===== src/rtl/pwm_array_pkg.sv =====
package pwm_array_pkg;
    typedef enum logic [1:0] {
        ST_IDLE = 2'd0,
        ST_FALL = 2'd1,
        ST_RISE = 2'd2,
        ST_DONE = 2'd3
    } sweep_state_e;
endpackage


===== src/rtl/ramp_table.sv =====
module ramp_table #(
    parameter int DEPTH  = 8,
    parameter int DATA_W = 8,
    localparam int AW    = $clog2(DEPTH)
) (
    input  logic                    clk,
    input  logic                    rst_n,
    input  logic                    wr_en,
    input  logic [AW-1:0]           wr_addr,
    input  logic [DATA_W-1:0]       wr_data,
    input  logic [AW-1:0]           rd_addr,
    output logic [DATA_W-1:0]       rd_data,
    output logic [DEPTH*DATA_W-1:0] tbl_flat
);
    logic [DATA_W-1:0] entry [DEPTH];

    for (genvar g = 0; g < DEPTH; g++) begin : g_entry
        always_ff @(posedge clk) begin
            if (!rst_n)
                entry[g] <= '0;
            else if (wr_en && wr_addr == AW'(g))
                entry[g] <= wr_data;
        end
        assign tbl_flat[g*DATA_W +: DATA_W] = entry[g];
    end

    assign rd_data = entry[rd_addr];
endmodule


===== src/rtl/sweep_ctrl.sv =====
module sweep_ctrl
    import pwm_array_pkg::*;
#(
    parameter int DEPTH = 8,
    localparam int AW   = $clog2(DEPTH)
) (
    input  logic          clk,
    input  logic          rst_n,
    input  logic          start,
    output sweep_state_e  state_o,
    output logic [AW-1:0] cnt_o,
    output logic [AW-1:0] rd_addr_o,
    output logic          idle_o,
    output logic          active_o,
    output logic          done_o
);
    localparam logic [AW-1:0] LAST = AW'(DEPTH - 1);

    sweep_state_e  state, state_nxt;
    logic [AW-1:0] cnt, cnt_nxt;

    // state register
    always_ff @(posedge clk) begin
        if (!rst_n) begin
            state <= ST_IDLE;
            cnt   <= '0;
        end else begin
            state <= state_nxt;
            cnt   <= cnt_nxt;
        end
    end

    // next state
    always_comb begin
        state_nxt = state;
        cnt_nxt   = cnt;
        unique case (state)
            ST_IDLE: begin
                if (start) begin
                    state_nxt = ST_FALL;
                    cnt_nxt   = '0;
                end
            end
            ST_FALL: begin
                if (cnt == LAST) begin
                    state_nxt = ST_RISE;
                    cnt_nxt   = '0;
                end else begin
                    cnt_nxt = cnt + 1'b1;
                end
            end
            ST_RISE: begin
                if (cnt == LAST) begin
                    state_nxt = ST_DONE;
                    cnt_nxt   = '0;
                end else begin
                    cnt_nxt = cnt + 1'b1;
                end
            end
            ST_DONE: state_nxt = ST_IDLE;
            default: state_nxt = ST_IDLE;
        endcase
    end

    // outputs
    always_comb begin
        idle_o    = 1'b0;
        active_o  = 1'b0;
        done_o    = 1'b0;
        rd_addr_o = cnt;
        unique case (state)
            ST_IDLE: idle_o = 1'b1;
            ST_FALL: begin
                active_o  = 1'b1;
                rd_addr_o = LAST - cnt;
            end
            ST_RISE: active_o = 1'b1;
            ST_DONE: done_o   = 1'b1;
            default: idle_o   = 1'b1;
        endcase
    end

    assign state_o = state;
    assign cnt_o   = cnt;
endmodule


===== src/rtl/neuron_cmp.sv =====
module neuron_cmp #(
    parameter int ACT_W = 8
) (
    input  logic             clk,
    input  logic             rst_n,
    input  logic             load,
    input  logic [ACT_W-1:0] act_in,
    input  logic [ACT_W-1:0] ref_val,
    input  logic             active,
    output logic [ACT_W-1:0] act_q,
    output logic             pulse
);
    always_ff @(posedge clk) begin
        if (!rst_n)
            act_q <= '0;
        else if (load)
            act_q <= act_in;
    end

    assign pulse = active && (act_q >= ref_val);
endmodule


===== src/rtl/pwm_neuron_array.sv =====
module pwm_neuron_array
    import pwm_array_pkg::*;
#(
    parameter int NUM_NEURONS = 4,
    parameter int ACT_W       = 8,
    parameter int DEPTH       = 8,
    localparam int AW         = $clog2(DEPTH)
) (
    input  logic                         clk,
    input  logic                         rst_n,
    input  logic                         start_i,
    input  logic [NUM_NEURONS*ACT_W-1:0] act_i,
    input  logic                         wr_en_i,
    input  logic [AW-1:0]                wr_addr_i,
    input  logic [ACT_W-1:0]             wr_data_i,
    output logic [NUM_NEURONS-1:0]       pulse_o,
    output logic                         done_o
);
    sweep_state_e                   state;
    logic [AW-1:0]                  cnt;
    logic [AW-1:0]                  rd_addr;
    logic                           idle;
    logic                           active;
    logic [ACT_W-1:0]               ref_val;
    logic [DEPTH*ACT_W-1:0]         tbl_flat;
    logic [NUM_NEURONS*ACT_W-1:0]   act_hold;

    sweep_ctrl #(.DEPTH(DEPTH)) u_ctrl (
        .clk       (clk),
        .rst_n     (rst_n),
        .start     (start_i),
        .state_o   (state),
        .cnt_o     (cnt),
        .rd_addr_o (rd_addr),
        .idle_o    (idle),
        .active_o  (active),
        .done_o    (done_o)
    );

    ramp_table #(.DEPTH(DEPTH), .DATA_W(ACT_W)) u_table (
        .clk      (clk),
        .rst_n    (rst_n),
        .wr_en    (wr_en_i && idle),
        .wr_addr  (wr_addr_i),
        .wr_data  (wr_data_i),
        .rd_addr  (rd_addr),
        .rd_data  (ref_val),
        .tbl_flat (tbl_flat)
    );

    for (genvar n = 0; n < NUM_NEURONS; n++) begin : g_neuron
        neuron_cmp #(.ACT_W(ACT_W)) u_cmp (
            .clk     (clk),
            .rst_n   (rst_n),
            .load    (idle && start_i),
            .act_in  (act_i[n*ACT_W +: ACT_W]),
            .ref_val (ref_val),
            .active  (active),
            .act_q   (act_hold[n*ACT_W +: ACT_W]),
            .pulse   (pulse_o[n])
        );
    end
endmodule


===== config.mk =====
export PLATFORM = sky130hd
export DESIGN_NAME = pwm_neuron_array
export DESIGN_NICKNAME = d
export VERILOG_FILES = /design/src/rtl/pwm_array_pkg.sv /design/src/rtl/ramp_table.sv /design/src/rtl/sweep_ctrl.sv /design/src/rtl/neuron_cmp.sv /design/src/rtl/pwm_neuron_array.sv
export SDC_FILE = /design/constraint.sdc
export NUM_CORES = 1
export LEC_CHECK = 0
export ABC_AREA = 0
export BUFFER_PORTS_ARGS = -buffer_cell sky130_fd_sc_hd__buf_2
export CELL_PAD_IN_SITES_DETAIL_PLACEMENT = 1
export CELL_PAD_IN_SITES_GLOBAL_PLACEMENT = 1
export CORE_MARGIN = 2
export CORE_UTILIZATION = 48
export DETAILED_ROUTE_END_ITERATION = 8
export GPL_TIMING_DRIVEN = 1
export PLACE_DENSITY_LB_ADDON = 0.1
export SYNTH_ARGS = -nofsm -noshare
export SYNTH_HDL_FRONTEND = slang
export SYNTH_SLANG_ARGS = --single-unit

===== constraint.sdc =====
create_clock -name clk -period 4.1 [get_ports clk]
set_clock_uncertainty 0.15 [all_clocks]
set_input_delay 0.615 -clock clk [delete_from_list [all_inputs] [get_ports clk]]
set_output_delay 0.615 -clock clk [all_outputs]
set_load 0.02 [all_outputs]

# Word level (Yosys, flattened, before mapping)
# Memories as Yosys holds them, arrays and structs flattened.
# Index checks and enable logic that the tools add are counted.
# op_classes
add_sub_neg	2
n_mul	0
div_mod_pow	0
n_lt_le_gt_ge	4
n_eq_ne	14
shift	0
n_mux	44
bitwise	8
reduce_logical	20
# ops
op	n
2-to-1 mux 8 bit	8
greater-or-equal comparator 8 bit	4
2-to-1 mux 1 bit	28
equality test 3 bit (second input constant)	5
logical AND 1 bit	14
2-to-1 mux 3 bit	3
bitwise OR 1 bit	8
case mux 2 bit (4 select lines)	1
equality test 3 x 2 -> 1 bit (second input constant)	2
2-to-1 mux 2 bit	3
case mux 3 bit (2 select lines)	1
equality test 2 bit (second input constant)	2
!= test 2 x 1 -> 1 bit (second input constant)	2
adder 3 x 1 -> 3 bit (second input constant)	1
equality test 3 x 1 -> 1 bit (second input constant)	1
zero test 3 bit	1
AND reduction 3 bit	1
subtractor 3 bit (first input constant)	1
equality test 2 x 1 -> 1 bit (second input constant)	1
zero test 2 bit	1
!= test 2 bit (second input constant)	1
AND reduction 2 bit	1
nonzero test 2 bit	1
OR reduction 2 bit	1
# word_totals
ff_bits	37
latch_bits	0
ram_bits	64
rom_bits	0
word_cells	99
n_memories	1
# mem_list
memory	depth	word_bits	rd	rd_ports_with_merged_regs	wr	line	source
u_table.entry	8	8	1	0	8	ramp_table.sv:15	logic [DATA_W-1:0] entry [DEPTH];

# Longest topological paths before layout
# Gate-level depths: netlist (run 1).
# logic_depth
depth_word	8
ltp_mapped	14
ltp_nobuf	10

# By module
# From an unflattened synthesis (run 1), not the netlist that was laid out.
# unflattened
hier_cells	439
hier_area_um2	5277.6
# modules_own_cells
module	instances	cells_each	area_each_um2
ramp_table	1	196	2989.1
neuron_cmp	4	52	488.0
sweep_ctrl	1	33	324.1
pwm_neuron_array	1	2	12.5

# Worst setup path after synthesis (run 1)
# OpenSTA, ideal clock, no wires.
# synth_path
path_kind	reg-to-output
from	reg u_ctrl.state[1], in the netlist u_ctrl.state_o[1]
to	out pulse_o[3]
arrival_ns	2.732
t_required_ns	3.335
slack_ns	0.603
stages_incl_launch_ff	14
cell_sequence	dfxtp_1 -> inv_1 -> ha_1 -> buf_6 -> buf_4 -> mux4_2 -> a22oi_1 -> nand2_1 -> ha_1 -> nand2b_1 -> a2111o_1 -> o211ai_1 -> a21oi_1 -> buf_4
# synth_via
elab_chain_len	5
elab_cells_between_ends	8
cone_classes	order compare: 1; eq/ne: 2; mux: 2; reduce/logical: 2; memory: 1
# synth_lines
item	line	source
from (decl)	sweep_ctrl.sv:19	sweep_state_e state, state_nxt;
from (signal assigned)	sweep_ctrl.sv:28	state <= state_nxt;
equality test 2 x 1 -> 1 bit	sweep_ctrl.sv:71	unique case (state)
2-to-1 mux 3 bit	sweep_ctrl.sv:71	
memory (8 x 8 bit)	n/a	
greater-or-equal comparator 8 bit	neuron_cmp.sv:20	assign pulse = active && (act_q >= ref_val);
logical AND 1 bit (*)	neuron_cmp.sv:20	
to (decl)	pwm_neuron_array.sv:16	output logic [NUM_NEURONS-1:0] pulse_o,
# Mark *: on every way between the ends. The rest lies on a longest branch, timed or not.

# Worst setup path after layout (run 1)
# layout_path
from	reg u_ctrl.state[1], in the netlist u_ctrl.state_o[1]
to	out pulse_o[1]
# The elaborated chain is that of the path after synthesis.

==> results of run 1 <==
## kinds of logic (layout without fill, tap and decap cells)
kind of cell	count (synthesis)	in the layout
simple gates	171	171
flops	101	101
compound gates	99	99
fa+ha+maj	38	38
buf+inv	35	84
mux	32	32
## worst max-delay path by stage
stage / startpoint / to / depth (start not counted)
6_report: u_ctrl.state_o[1] / pulse_o[1] / 12
5_1_grt: u_ctrl.state_o[1] / pulse_o[1] / 12
4_1_cts: u_ctrl.state_o[1] / pulse_o[3] / 12
3_5_place_dp: u_ctrl.state_o[1] / pulse_o[3] / 11
3_3_place_gp: u_ctrl.state_o[1] / pulse_o[0] / 12
2_1_floorplan: u_ctrl.state_o[1] / pulse_o[3] / 13
## worst max-delay path: cells and delay by family, from the launching register on
family                     cells  cell delay (ns)
AOI/OAI and AO/OA              4             0.64
muxes                          1             0.56
buffers and inverters          4             0.50
adders and majority gates      2             0.49
DFF                            1             0.35
and+or+nand+nor                1             0.31
## synth_stat cells, drive strengths merged
library cell   count
a32oi              3
nand2             69
or3b               1
nand3              3
o211ai             4
a21o               4
clkdlybuf4s15      1
o21a              12
o21ai             13
o21bai             1
and2              66
nor2              21
nand3b             3
and2b              1
nand2b             6
ha                38
a21oi             37
a211oi             4
a221oi             1
buf               13
nor2b              1
clkdlybuf4s25      2
a2111o             4
dfxtp             37
a22o              14
a22oi              2
mux4              32
inv                7
clkbuf            12
edfxtp            64
## power groups by stage
| stage | Combinational [µW] | Clock, µW | Sequential, µW |
|---|---|---|---|
| final | 1440 | 851 | 1270 |
| after global routing | 1590 | 899 | 1290 |
| after CTS | 1370 | 866 | 1270 |
| after detailed placement | 1310 | 0 | 1290 |
| after global placement | 1250 | 0 | 1290 |
| after floorplan | 1000 | 0 | 1260 |
## repair_timing
item,in CTS,in global routing
pin swaps,0,1
resized for setup,4,5
setup buffers,0,3
cloned,1,1
endpoints found under the setup margin,4,4
## registers in the layout, summed over array words and instances, names as in the netlist
name / flops
g_neuron.u_cmp.act_q: 32
u_ctrl.cnt_o: 3
u_ctrl.state_o: 2
u_table.entry: 64
## metal layers
metal / track usage / vias up / wire length [µm]
met5: 0 / - / 0
met4: 0.06992 / 0 / 235
met3: 0.05130 / 16 / 750
met2: 0.4327 / 109 / 7429
met1: 0.2848 / 1957 / 6021
li1: - / 1856 / -
## cell type report
type	instances	area, µm²
clock inverter	6	53.80
fill	1213	5075
inverter	7	26.28
multi-input combinational	340	2808
tap	143	178.9
clock buffer	10	239.0
timing repair buffer	61	422.9
sequential	101	2664
## through the flow
stage	total power [µW]	hold WS [ns]
3_3_place_gp	2538	0.2938
3_5_place_dp	2603	0.3040
5_1_grt	3775	0.3370
2_1_floorplan	2262	0.2863
6_report	3568	0.3128
4_1_cts	3509	0.3160
==> impl_results.md, run 1 <==
- Starting Density: 0.4942
- Sw Ratio: 0.3522
- ANT cells: 0
- Post-synth top area cell: edfxtp_1
- Total Routing Usage GR: 0.2387
- WS Path Type: reg2out
- Num ports: 52
- Rows: 39
- Largest net degree at the start of global routing: 38
- Top cells by area, synth: edfxtp_1, dfxtp_1, ha_1, mux4_1, and2_1
- Main combinational cell family by area after synthesis: simple AND/OR/NAND/NOR gates
- Antenna Nets Post-Route: 0
- Layout Utilization: 0.5574
- Worst-Skew Late Latency: about 0.35 ns
- Place WS: roughly 0.3 ns
- RSZ-0062 raised after global routing: no
- Yosys warns: 0
- First-pass GRT wire length: about 22 mm
- Period utilisation layout: 0.9733
- Most used cell, CP: buf_12
- Share of cells above drive strength 1: 0.2019
- Leak Pwr: around 0.0025 µW
- Clock sinks: 101
- Status: finished, final reports clean
- Final HPWL DP: just under 10 mm
- TNS Setup: 0 ns
- Slowest stage delay, CP: 0.56 ns
- Setup-failing EPs final: 0
- Post-layout min period: around 4 ns
- Placed Cells: between 600 and 700
- Global route total overflow: 0
- RD Place Congestion: around 0.77
- Via count: slightly below 4000
- Total internal power: ~2300 µW
- Synth Cell Area: ~5700 µm²
- Slew Viols, Final: 0
- Cell variety after synth: 37
- Core footprint: around 11000 µm²
- Critical Path RT: approximately 3.3 ns
- Number of CTS-inserted buffers: 9
- Max-slew headroom: 0.2026
- Via density per instance: 5.895
- DRC errors left: 0
- Synthesized net count: about 560
- Final hold vios: 0
- Worst EP arrival: between 3 and 4 ns
- Initial antenna violation count: 0
- Share of the synthesized area in the top cell type: 0.3391
- Hold Crit Endpoint: g_neuron[2].u_cmp.act_q[0]
- CTS Root Cell: clkbuf_16
- Avg Cell Area, Syn: between 10 and 15 µm²
- CP Capture Type: primary output
- CP Cell Sequence: inv_2 -> ha_4 -> buf_12 -> buf_12 -> mux4_1 -> a22o_1 -> nor2_2 -> ha_1 -> o21a_1 -> o211ai_1 -> a21oi_1 -> buf_2
- Pwr Density: 558.1 nW/µm²
- Post-Layout Cell Count: about 670
- Hold path cells: 2
- Pre-antenna DRT Iters: 4
- Height of the die: 112.7 µm
- Placed inst area: 5961 µm²
- Post-synthesis mux area share: 0.1382
- Iteration-0 DRC Markers: around 190
- WL final: approximately 14 mm
- Power share of the clock group: 0.238
- Post-Synth XOR/XNOR Area: 0
- FF-to-FF path depth: 4
- FF-to-FF setup slack: 1.65 ns
- Sw Pwr: ~1300 µW
- Port Buffers: about 50
- #FFs+latches synth: between 100 and 150
- Clock Path Buffers: 2
- Post-synthesis simple-gate area fraction: 0.1519
- Number of global-route vias before repair: approximately 4200
- Hold-fix buffers, CTS: 0
- Max Fclk: ~250 MHz
- Area Growth Syn to Fin: 12.81%
- HP Start: g_neuron[2].u_cmp.act_q[0]
- Most frequent cells in the layout: nand2_1, and2_1, edfxtp_1
- Worst path slowest cell: mux4_1
- Seq/Total Area, Yosys: 0.4699
- Die width: approximately 110 µm
- Max_cap viols: 0
- Die area: between 10000 and 15000 µm²
- Reg-to-reg endpoint: u_table.entry[4][7]
- Post-Synth Adder-Cell Area: 0.08390
- Worst Path Max Fanout: 6
- Comb pwr share: 0.405
- Syn Inst Count: about 480
- Most common cell after layout, fill and taps aside: nand2_1
- Clock-pin slew on the worst setup and hold paths: around 0.070 ns
- Post-synthesis compound-gate area fraction: 0.1157
- Worst-Margin Slew: roughly 1.2 ns
- HP Class: reg2reg
- Post-route cell area: 6392 µm²
- Reg2Reg Launch Point: u_ctrl.state_o[0]
- Sequential Power Share: 0.357
- CP Launch Type: flip-flop
- CTS H-tree depth: 3
- Fin nets: roughly 610
- Peak supply drop: roughly 0.33 mV
- Setup ws final: roughly 0.11 ns
- Avg WL per Cell: 21.61 µm
- TritonCTS clock tree: yes
Power figures use the tool's default switching activity.
==> inputs of run 2 (changes only) <==
SETUP_SLACK_MARGIN = 0.3   (was not set)
==> impl_results.md, run 2 (synthesis gave the netlist of run 1 again) <==
- Status: finished, final reports clean
- Largest net degree at the start of global routing: 38
- Final hold vios: 0
- Num ports: between 50 and 60
- Pre-antenna DRT Iters: 4
- Reg-to-reg endpoint: u_table.entry[4][7]
- Setup ws final: 0.2086 ns
- Worst-Margin Slew: between 1 and 1.5 ns
- Slew Viols, Final: 0
- HP Start: g_neuron[0].u_cmp.act_q[0]
- Worst-Skew Late Latency: between 0.3 and 0.4 ns
- Via density per instance: slightly below 6
- HP Class: reg2reg
- Hold path cells: 2
- Clock Path Buffers: 2
- Die area: approximately 13000 µm²
- Layout Utilization: 0.5761
- Total internal power: between 2000 and 2500 µW
- Max Fclk: 257.0 MHz
- Place WS: between 0.2 and 0.3 ns
- Global route total overflow: 0
- Worst Path Max Fanout: 16
- Power share of the clock group: 0.227
- Total Routing Usage GR: 0.2497
- WL final: between 15 and 20 mm
- Avg WL per Cell: roughly 23 µm
- TNS Setup: 0 ns
- First-pass GRT wire length: ~23 mm
- WS Path Type: reg2out
- Reg2Reg Launch Point: u_ctrl.state_o[1]
- Number of CTS-inserted buffers: 9
- Max_cap viols: 0
- Period utilisation layout: 0.9491
- Largest register FFs: 64
- Sw Ratio: 0.3565
- Initial antenna violation count: 0
- Core footprint: ~11000 µm²
- Max-slew headroom: 0.1929
- TritonCTS clock tree: yes
- CTS H-tree depth: 3
- Height of the die: around 110 µm
- Critical Path RT: about 3.3 ns
- Most frequent cells in the layout: nand2_1, and2_1, edfxtp_1
- Comb pwr share: 0.433
- Port Buffers: between 50 and 60
- Number of global-route vias before repair: about 4300
- DRC errors left: 0
- CTS Root Cell: clkbuf_16
- Die width: between 100 and 150 µm
- CP Launch Type: flip-flop
- Pwr Density: 567.5 nW/µm²
- Starting Density: 0.4942
- Area Growth Syn to Fin: 16.58%
- Post-layout min period: 3.891 ns
- WHS: between 0.3 and 0.4 ns
- Iteration-0 DRC Markers: 260
- Reg with most FFs: u_table.entry
- Clock-pin slew on the worst setup and hold paths: 0.07 ns
- Final HPWL DP: ~9.9 mm
- Via count: 3977
- Setup-failing EPs final: 0
- Rows: 39
- Leak Pwr: ~0.0026 µW
- CP Capture Type: primary output
- Most common cell after layout, fill and taps aside: nand2_1
- Peak supply drop: ~0.33 mV
- Clock sinks: a little over 100
- FF-to-FF path depth: 5
- Sequential Power Share: 0.340
- Hold-fix buffers, CTS: 0
- RSZ-0062 raised after global routing: yes
- Hold Crit Endpoint: g_neuron[0].u_cmp.act_q[0]
- FF-to-FF setup slack: between 1.5 and 2 ns
- Antenna Nets Post-Route: 0
- ANT cells: 0
- Worst EP arrival: roughly 3.1 ns
- Share of cells above drive strength 1: 0.2406
- RD Place Congestion: 0.7698
- Fin nets: 612
- Sw Pwr: 1337 µW
==> run 2: metrics by stage <==
| step | instances | total power [µW] | cell area (µm²) |
|---|---|---|---|
| after CTS | 671 | 3699 | 6549 |
| after detailed placement | 647 | 2603 | 5961 |
| final | 675 | 3749 | 6606 |
| after global routing | 675 | 3961 | 6606 |
| after floorplan | 476 | 2262 | 5667 |
| after global placement | 647 | 2538 | 5961 |
==> run 2: what timing repair did <==
item | 4_1_cts | 5_1_grt
resized for setup | 34 | 6
pin swaps | 8 | 13
buffers inserted | 5 | 4
cloned | 3 | 0
endpoints found under the setup margin | 4 | 4
==> run 2: power groups by stage <==
stage / Combinational, µW / Clock [µW] / Sequential (µW)
after global placement: 1250 / 0 / 1290
after CTS: 1560 / 866 / 1280
after global routing: 1770 / 901 / 1290
after detailed placement: 1310 / 0 / 1290
final: 1620 / 850 / 1280
after floorplan: 1000 / 0 / 1260
==> run 2: per-layer routing <==
layer / up-vias / global-route usage / share of wire
met5: - / 0 / 0
met4: 0 / 0.08049 / 0.015
met3: 15 / 0.04590 / 0.050
met2: 116 / 0.4523 / 0.52
met1: 1976 / 0.3001 / 0.41
li1: 1870 / - / -
==> run 2: layout make-up <==
cell class / count / area (µm²)
multi-input cells: 340 / 2928
fillers: 1185 / 4861
clock inverters: 6 / 53.80
flip-flops and latches: 101 / 2669
inverters: 7 / 26.28
clock buffers: 10 / 239.0
repair buffers: 68 / 511.7
well taps: 143 / 178.9
==> run 2: worst max-delay path by stage <==
stage / end / from / slack, ns / depth (start not counted)
floorplan: pulse_o[3] / u_ctrl.state_o[1] / 0.60 / 13
global placement: pulse_o[0] / u_ctrl.state_o[1] / 0.40 / 12
detailed placement: pulse_o[3] / u_ctrl.state_o[1] / 0.30 / 11
CTS: pulse_o[3] / u_ctrl.state_o[1] / 0.24 / 12
global route: pulse_o[1] / u_ctrl.state_o[1] / 0.09 / 13
finish: pulse_o[1] / u_ctrl.state_o[1] / 0.21 / 13
==> run 2: critical path, cell delays in order, from the launching register on <==
cell and delay [ns]:
dfxtp_2 0.34, inv_2 0.05, ha_4 0.18, buf_4 0.14
buf_4 0.14, buf_16 0.15, mux4_2 0.28, a22o_1 0.25
nor2_4 0.22, ha_4 0.23, a2111o_1 0.40, o211ai_1 0.11
a21oi_1 0.10, buf_4 0.16
==> inputs of run 3 (changes only) <==
ABC_CLOCK_PERIOD_IN_PS = 3800   (was not set)
clock period = 3.8 ns   (was 4.1 ns; I/O delays follow)
==> impl_results.md, run 3 (synthesis gave the netlist of run 1 again) <==
- Place WS: approximately 0.066 ns
- Total Routing Usage GR: 0.2587
- Area Growth Syn to Fin: 18.86%
- Hold path cells: 3
- Max_cap viols: 0
- Height of the die: ~110 µm
- Number of global-route vias before repair: around 4500
- HP Class: in2reg
- RSZ-0062 raised after global routing: yes
- Top layer in use: met4
- Leak Pwr: 0.002656 µW
- Hold-fix buffers, CTS: 0
- Slew Viols, Final: 0
- Rows: 39
- CP delay by family, top: compound AO/OA/AOI/OAI gates
- Post-layout min period: between 3 and 4 ns
- Worst EP arrival: between 3 and 4 ns
- CTS H-tree depth: 3
- Core footprint: between 10000 and 15000 µm²
- Starting Density: 0.4942
- Final HPWL DP: roughly 10 mm
- FF-to-FF path depth: 5
- Number of CTS-inserted buffers: 9
- Max Fclk: ~260 MHz
- Status: finished with violations
- Most used cell, CP: ha_4
- ANT cells: 0
- Layout Utilization: 0.5873
- TritonCTS clock tree: yes
- Port Buffers: 51
- Via count: roughly 4000
- Clock Path Buffers: 2
- Most frequent cells in the layout: nand2_1, and2_1, edfxtp_1
- Fin nets: around 630
- Levels on crit path: 13
- Pre-antenna DRT Iters: 4
- WS Path Type: reg2out
- CP Launch Type: flip-flop
- Antenna Nets Post-Route: 0
- Clock sinks: between 100 and 150
- CP Cell Sequence: inv_2 -> ha_4 -> buf_12 -> buf_16 -> mux4_2 -> a22o_1 -> nor2_4 -> buf_6 -> ha_4 -> a2111o_1 -> o211ai_1 -> a21oi_1 -> buf_4
- Worst-Skew Late Latency: ~0.36 ns
- Violated checks: negative setup slack
- Worst path slowest cell: mux4_2
- Clock-pin slew on the worst setup and hold paths: about 0.07 ns
- Peak supply drop: 0.4755 mV
- Num ports: between 50 and 60
- Die width: 112.7 µm
- Slowest stage delay, CP: roughly 0.52 ns
- Via density per instance: roughly 5.9
- Period utilisation layout: 1.018
- Critical path buffers and inverters: 5
- Routed wl met2: ~8 mm
- Setup ws final: -0.06755 ns
- RD Place Congestion: approximately 0.80
- WL final: approximately 16 mm
- Setup-failing EPs final: 4
- Avg WL per Cell: 22.83 µm
- Wire length on met3: 683 µm
- Largest register FFs: between 60 and 70
- Share of cells above drive strength 1: 0.2624
- Final hold vios: 0
- Met1 Wirelength: 6.444 mm
- Max-slew headroom: 0.2237
- Worst Path Max Fanout: 5
- Critical Path RT: ~3.1 ns
- Tot Pwr: approximately 4100 µW
- CTS Root Cell: clkbuf_16
- Most common cell after layout, fill and taps aside: nand2_1
- CP Capture Type: primary output
- Largest net degree at the start of global routing: 38
- DRC errors left: 0
- Iteration-0 DRC Markers: ~250
- Worst-Margin Slew: around 1.2 ns
- Global route total overflow: 0
- Pwr Density: 606.3 nW/µm²
- First-pass GRT wire length: between 20 and 25 mm
- Die area: ~13000 µm²
- Reg with most FFs: u_table.entry
- Initial antenna violation count: 0
-- run 3: changes by cell type in the layout (fill, tap and decap cells not counted), moves of 4 or more --
cell	change
o21ai_0	+6
ha_4	+4
ha_1	-4
o21ai_1	-6
buf_4	+10
-- run 3: timing repair --
| item | 4_1_cts | 5_1_grt |
|---|---|---|
| gates resized for setup | 41 | 4 |
| setup buffers | 11 | 3 |
| pin swaps | 18 | 7 |
| gates cloned | 3 | 0 |
| endpoints found under the setup margin | 4 | 4 |
-- run 3: stage by stage --
step | hold WS (ns) | area [µm²] | instances | setup TNS, ns
after floorplan | 0.2863 | 5667 | 476 | 0
after global placement | 0.2996 | 6021 | 655 | 0
after detailed placement | 0.3052 | 6021 | 655 | 0
after CTS | 0.2917 | 6696 | 685 | -0.008352
after global routing | 0.3014 | 6735 | 688 | -0.5536
final | 0.2957 | 6735 | 688 | -0.1784
-- run 3: tightest hold or removal path, stage by stage --
cell	delay [ns]
buf_2	0.09
nand2_1	0.04
a21oi_1	0.05
-- run 3: path summary, 6_finish.rpt --
path | startpoint | to | slack (ns)
setup / recovery | u_ctrl.state_o[1] | pulse_o[3] | -0.07
hold / removal | act_i[0] | g_neuron[0].u_cmp.act_q[0] | 0.30
setup reg to reg | u_ctrl.state_o[1] | u_table.entry[5][2] | 1.33
hold reg to reg | g_neuron[2].u_cmp.act_q[0] | g_neuron[2].u_cmp.act_q[0] | 0.32
-- run 3: metal layers --
metal,vias to the layer above,track usage
li1,1892,-
met1,2035,0.3041
met2,97,0.4655
met3,24,0.05400
met4,0,0.09512
met5,-,0
-- run 3: layout make-up --
| cell class | count | area [µm²] |
|---|---|---|
| flip-flops and latches | 101 | 2669 |
| repair buffers | 81 | 634.4 |
| multi-input cells | 340 | 2952 |
| clock inverters | 7 | 50.05 |
| well taps | 143 | 178.9 |
| inverters | 7 | 26.28 |
| fillers | 1212 | 4732 |
| clock buffers | 9 | 225.2 |
-- run 3: power breakdown --
group / switching, µW / total [µW] / internal [µW]
Combinational: 927 / 1810 / 885
Clock: 437 / 885 / 448
Sequential: 92.0 / 1390 / 1290
Total: 1460 / 4080 / 2630
